## src/rtl/hxc_pkg.sv

```systemverilog
`timescale 1ns/1ps
package hxc_pkg;
    localparam int REG_W   = 64;
    localparam int FLD_W   = 5;
    localparam int LS_BITS = 3;

    typedef enum logic [1:0] {
        UPD_HOLD,
        UPD_WARM,
        UPD_WRITE
    } upd_e;

    typedef enum logic {
        EFF_BLOCKED,
        EFF_PASS
    } eff_mode_e;
endpackage

```

## src/rtl/hxc_field_mask.sv

```systemverilog
`timescale 1ns/1ps
module hxc_field_mask #(
    parameter int REG_W   = 64,
    parameter int FLD_W   = 5,
    parameter int LS_BITS = 3
) (
    input  logic             strap_xs,
    input  logic             strap_ls64,
    output logic [REG_W-1:0] fld_mask,
    output logic [REG_W-1:0] warm_keep_hi
);
    for (genvar g = 0; g < REG_W; g++) begin : g_bit
        if (g < LS_BITS) begin : g_ls
            assign fld_mask[g]     = strap_ls64;
            assign warm_keep_hi[g] = 1'b1;
        end else if (g < FLD_W) begin : g_xs
            assign fld_mask[g]     = strap_xs;
            assign warm_keep_hi[g] = 1'b0;
        end else begin : g_rsv
            assign fld_mask[g]     = 1'b0;
            assign warm_keep_hi[g] = 1'b0;
        end
    end
endmodule

```

## src/rtl/hxc_store.sv

```systemverilog
`timescale 1ns/1ps
module hxc_store
    import hxc_pkg::*;
#(
    parameter int REG_W = 64
) (
    input  logic             clk,
    input  logic             rst_n,
    input  logic             warm_rst,
    input  logic             wr_en,
    input  logic             el2_present,
    input  logic             el3_present,
    input  logic [REG_W-1:0] wr_data,
    input  logic [REG_W-1:0] fld_mask,
    input  logic [REG_W-1:0] warm_keep_hi,
    output logic [REG_W-1:0] q
);
    upd_e             upd;
    logic [REG_W-1:0] warm_keep;
    logic             clr_low;

    assign clr_low = el2_present & ~el3_present;

    always_comb begin
        warm_keep = warm_keep_hi & {REG_W{~clr_low}};
        if (warm_rst) begin
            upd = UPD_WARM;
        end else if (wr_en && el2_present) begin
            upd = UPD_WRITE;
        end else begin
            upd = UPD_HOLD;
        end
    end

    always_ff @(posedge clk or negedge rst_n) begin
        if (!rst_n) begin
            q <= '0;
        end else begin
            unique case (upd)
                UPD_WARM:  q <= q & warm_keep;
                UPD_WRITE: q <= wr_data & fld_mask;
                default:   q <= q;
            endcase
        end
    end

    // a warm reset always clears the upper field pair
    p_warm_hi_clear_r7: assert property (@(posedge clk) disable iff (!rst_n)
        warm_rst |=> (q[REG_W-1:3] == '0));

    // stored bits hold when nothing updates them
    p_hold_r5: assert property (@(posedge clk) disable iff (!rst_n)
        (!warm_rst && !(wr_en && el2_present)) |=> $stable(q));
endmodule

```

## src/rtl/hxc_gate.sv

```systemverilog
`timescale 1ns/1ps
module hxc_gate
    import hxc_pkg::*;
#(
    parameter int REG_W = 64
) (
    input  logic             el2_en_cur,
    input  logic             hi_enable,
    input  logic             el3_present,
    input  logic [REG_W-1:0] raw,
    output logic [REG_W-1:0] eff
);
    eff_mode_e mode;

    always_comb begin
        if (el2_en_cur && (hi_enable || !el3_present)) begin
            mode = EFF_PASS;
        end else begin
            mode = EFF_BLOCKED;
        end
    end

    always_comb begin
        unique case (mode)
            EFF_PASS: eff = raw;
            default:  eff = '0;
        endcase
    end
endmodule

```

## src/rtl/hyp_ext_ctrl.sv

```systemverilog
`timescale 1ns/1ps
module hyp_ext_ctrl
    import hxc_pkg::*;
#(
    parameter int REG_W   = hxc_pkg::REG_W,
    parameter int FLD_W   = hxc_pkg::FLD_W,
    parameter int LS_BITS = hxc_pkg::LS_BITS
) (
    input  logic             clk,
    input  logic             rst_n,
    input  logic             warm_rst,
    input  logic             wr_en,
    input  logic [REG_W-1:0] wr_data,
    input  logic             strap_xs,
    input  logic             strap_ls64,
    input  logic             el2_present,
    input  logic             el3_present,
    input  logic             el2_en_cur,
    input  logic             hi_enable,
    output logic [REG_W-1:0] rd_value,
    output logic [REG_W-1:0] eff_value
);
    logic [REG_W-1:0] fld_mask;
    logic [REG_W-1:0] warm_keep_hi;
    logic [REG_W-1:0] q;

    hxc_field_mask #(.REG_W(REG_W), .FLD_W(FLD_W), .LS_BITS(LS_BITS)) i_mask (
        .strap_xs    (strap_xs),
        .strap_ls64  (strap_ls64),
        .fld_mask    (fld_mask),
        .warm_keep_hi(warm_keep_hi)
    );

    hxc_store #(.REG_W(REG_W)) i_store (
        .clk         (clk),
        .rst_n       (rst_n),
        .warm_rst    (warm_rst),
        .wr_en       (wr_en),
        .el2_present (el2_present),
        .el3_present (el3_present),
        .wr_data     (wr_data),
        .fld_mask    (fld_mask),
        .warm_keep_hi(warm_keep_hi),
        .q           (q)
    );

    assign rd_value = el2_present ? (q & fld_mask) : '0;

    hxc_gate #(.REG_W(REG_W)) i_gate (
        .el2_en_cur (el2_en_cur),
        .hi_enable  (hi_enable),
        .el3_present(el3_present),
        .raw        (rd_value),
        .eff        (eff_value)
    );

    // reserved bits never read as one
    p_rsv_zero_r1: assert property (@(posedge clk) disable iff (!rst_n)
        rd_value[REG_W-1:FLD_W] == '0);

    // absent XS fields read zero
    p_xs_absent_r3: assert property (@(posedge clk) disable iff (!rst_n)
        !strap_xs |-> (rd_value[FLD_W-1:LS_BITS] == '0));

    // absent 64-byte fields read zero
    p_ls_absent_r4: assert property (@(posedge clk) disable iff (!rst_n)
        !strap_ls64 |-> (rd_value[LS_BITS-1:0] == '0));

    // a write lands on the following edge
    p_write_lands_r5: assert property (@(posedge clk) disable iff (!rst_n)
        (wr_en && !warm_rst && el2_present) |=>
        (!$stable({strap_xs, strap_ls64, el2_present}) ||
         rd_value == ($past(wr_data) & fld_mask)));

    // suppressed context gives a zero effective value
    p_eff_block_r6: assert property (@(posedge clk) disable iff (!rst_n)
        !(el2_en_cur && (hi_enable || !el3_present)) |-> (eff_value == '0));

    // permitted context passes the read value through
    p_eff_pass_r6: assert property (@(posedge clk) disable iff (!rst_n)
        (el2_en_cur && (hi_enable || !el3_present)) |-> (eff_value == rd_value));

    // warm reset without EL3 clears the low fields
    p_warm_lo_r7: assert property (@(posedge clk) disable iff (!rst_n)
        (warm_rst && !el3_present && el2_present) |=> (rd_value[LS_BITS-1:0] == '0));

    // EL2 absent forces both views to zero
    p_no_el2_r8: assert property (@(posedge clk) disable iff (!rst_n)
        !el2_present |-> (rd_value == '0 && eff_value == '0));
endmodule

```

## config.mk

```make
export PLATFORM = sky130hd
export DESIGN_NAME = hyp_ext_ctrl
export DESIGN_NICKNAME = d
export VERILOG_FILES = /design/src/rtl/hxc_pkg.sv /design/src/rtl/hxc_field_mask.sv /design/src/rtl/hxc_store.sv /design/src/rtl/hxc_gate.sv /design/src/rtl/hyp_ext_ctrl.sv
export SDC_FILE = /design/constraint.sdc
export NUM_CORES = 1
export LEC_CHECK = 0
export BUFFER_PORTS_ARGS = -buffer_cell sky130_fd_sc_hd__buf_2
export CAP_MARGIN = 20
export CORE_AREA = 2 2 79 81
export CTS_CLUSTER_DIAMETER = 30
export DETAILED_ROUTE_END_ITERATION = 10
export DIE_AREA = 0 0 81 83
export GPL_TIMING_DRIVEN = 1
export PLACE_DENSITY = 0.75
export SKIP_CTS_REPAIR_TIMING = 1
export SLEW_MARGIN = 25
export SYNTH_ARGS = -nofsm -noshare
export SYNTH_HDL_FRONTEND = slang
export SYNTH_SLANG_ARGS = --single-unit
```

## constraint.sdc

```tcl
create_clock -name clk -period 0.8 [get_ports clk]
set_input_delay 0.16 -clock clk [delete_from_list [all_inputs] [get_ports clk]]
set_output_delay 0.16 -clock clk [all_outputs]
set_load 0.02 [all_outputs]
```

==> flow_metrics.tcl <==
set metrics [dict create \
    place_area_mm2 0.00103 \
    crit_family "flip-flops" \
    dr.pass1.iters 4 \
    ys_types 18 \
    postSynthAreaPerCell_um2 7.79 \
    dr_total_vias 686 \
    cp.arrival_ns 1.00 \
    tritoncts "done" \
    root_buffer "clkbuf_8" \
    drt-initial-drc-count 8 \
    syn_to_final_growth_pct -3.70 \
    core_mm2 0.00582 \
    finalCriticalPeriod_ns 1.16 \
    ios 202 \
    p_leak_nw 0.706 \
    viasPerCell 2.63 \
    synth_top_area_share 0.748 \
    crit_chain "nand3_1 -> nor2_4 -> clkbuf_4" \
    die_area_mm2 0.00672 \
    p_per_area_mw_per_mm2 1240 \
    critPathSlowestCell "dfrtp_1" \
    wl_per_cell_um 7.92 \
    start_util 0.204 \
    path_class "reg -> out" \
    syn_area_mm2 0.00118 \
    rsz0062_at_grt "yes" \
    finalHoldViolCount 0 \
    syn_inst 152 \
    place_congestion 0.670 \
    reg_top3 "i_store.q: 5 flops" \
    ys_ff_latch 5 \
    largest_reg_flops 5 \
    cts_buffer_depth 2 \
    clkLatencyLatePin_ns 0.22 \
    setup_viol 11 \
    vdd_drop_max_mv 0.335 \
    fillCellCount 674 \
    crit_fanout 2 \
    worst_slack_ns -0.356 \
    total_power_w 0.00141 \
    die_x_um 81 \
    fin_worst_skew_ns 0 \
    placementRows 28 \
    yosysSeqAreaShare 0.106 \
    yosysTopAreaCell "buf_4" \
    clk_pin_slew_ns 0.04 \
    max_stage_delay_ns 0.34 \
    drcViolationCount 0 \
    drive_gt1_frac 0.231 \
    ant_nets 0 \
    cts.sinks 5 \
    layout_common_cells "conb_1 (118), buf_2 (17), buf_6 (7), buf_4 (6), dfrtp_1 (5)" \
    period_share 1.44 \
    timing.hold.ws_ns 0.167 \
    grt_pass1_vias 442 \
    grt_use_total 0.0500 \
    grt_max_degree 10 \
    drt-total-wl_um 2070 \
    cap_violations 0 \
    grt-ovfl-total 0 \
    diodes 0 \
    crit_buf_inv 1 \
    max_freq_ghz 0.865 \
    crit_required_ns 0.64 \
    hpwl_um 1840 \
    cts_made_buffers 3 \
    cts_max_level 1 \
    die_h_um 83 \
    violations "negative setup slack" \
    status "finished, violations left" \
    worstHoldPathType "in -> reg" \
    antenna_found_initial 0 \
    nets 261 \
    grt_first_pass_wirelength_um 2440 \
    regMostFlops "i_store.q" \
    final_common_cell "conb_1" \
    ys_warn_count 0 \
    io_buffers 24 \
    yosys-top-cells-area "buf_4 (75%), dfrtp_1 (11%), a22o_1 (2.2%), and3_1 (2.1%), and2_1 (1.6%)" \
    design_area_mm2 0.00114 \
    cp-end-kind "output port" \
    slew_viol_final 0 \
    startpoint_type "flop" \
]
-- metrics by stage --
| step | utilization | std cells | setup WS [ns] | setup TNS [ns] |
|---|---|---|---|---|
| after floorplan | - | 269 | -0.104 | -0.104 |
| after global placement | 0.176 | 256 | -0.234 | -1.73 |
| after detailed placement | 0.176 | 256 | -0.256 | -1.96 |
| after CTS | 0.184 | 260 | -0.390 | -3.22 |
| after global routing | 0.196 | 261 | -0.420 | -3.40 |
| final | 0.196 | 261 | -0.356 | -2.98 |
-- cells by family after synthesis --
logic type	count (synthesis)	synth area share
flip-flops	5	0.106
other	1	0.00317
AO/OA/AOI/OAI	8	0.0507
buffers and inverters	121	0.759
AND/OR/NAND/NOR	17	0.0814
-- synthesized netlist by cell type (all sizes together) --
library cell and number:
inv 2, conb 1, nor2 1, o21ai 1
and2 3, o211ai 1, nand3 1, dfrtp 5
nor2b 1, a21oi 2, o2111a 1, nand4 2
and4b 1, a22o 3, and3 4, nand2 4
buf 119
-- layout make-up --
cell class                 count  area, um^2  area share
clock buffer                   4        45.0      0.0395
timing repair buffer          32         226       0.199
inverter                       2        7.51     0.00659
tap                           75        93.8      0.0823
multi-input combinational    143         642       0.563
sequential                     5         125       0.110
-- per-layer routing --
metal  track usage  vias to the layer above  wire (um)
li1              -                      311          -
met1        0.0461                      298        618
met2        0.0781                       77       1060
met3        0.0380                        0        391
met4        0.0277                        0          0
met5             0                        -          0
-- final timing paths --
kind	start	end	slack [ns]	cells past startpoint
worst max-delay path	i_store.q[3]	eff_value[3]	-0.36	3
worst min-delay path	wr_data[1]	i_store.q[1]	0.17	2
worst max register to register	i_store.q[2]	i_store.q[2]	-0.02	2
worst min register to register	i_store.q[3]	i_store.q[3]	0.52	2
max in group asynchronous	rst_n	i_store.q[0]	0.38	2
min in group asynchronous	rst_n	i_store.q[1]	0.29	2
-- where the power goes --
group          internal, W  total (W)  leakage [nW]  switching (W)
clock network     0.000343   0.000478        0.0228       0.000135
registers         0.000268   0.000280        0.0682      0.0000124
logic            0.0000875   0.000653         0.615       0.000565
total             0.000698    0.00141         0.706       0.000713
Note: power is estimated with default switching activity, not from simulation.
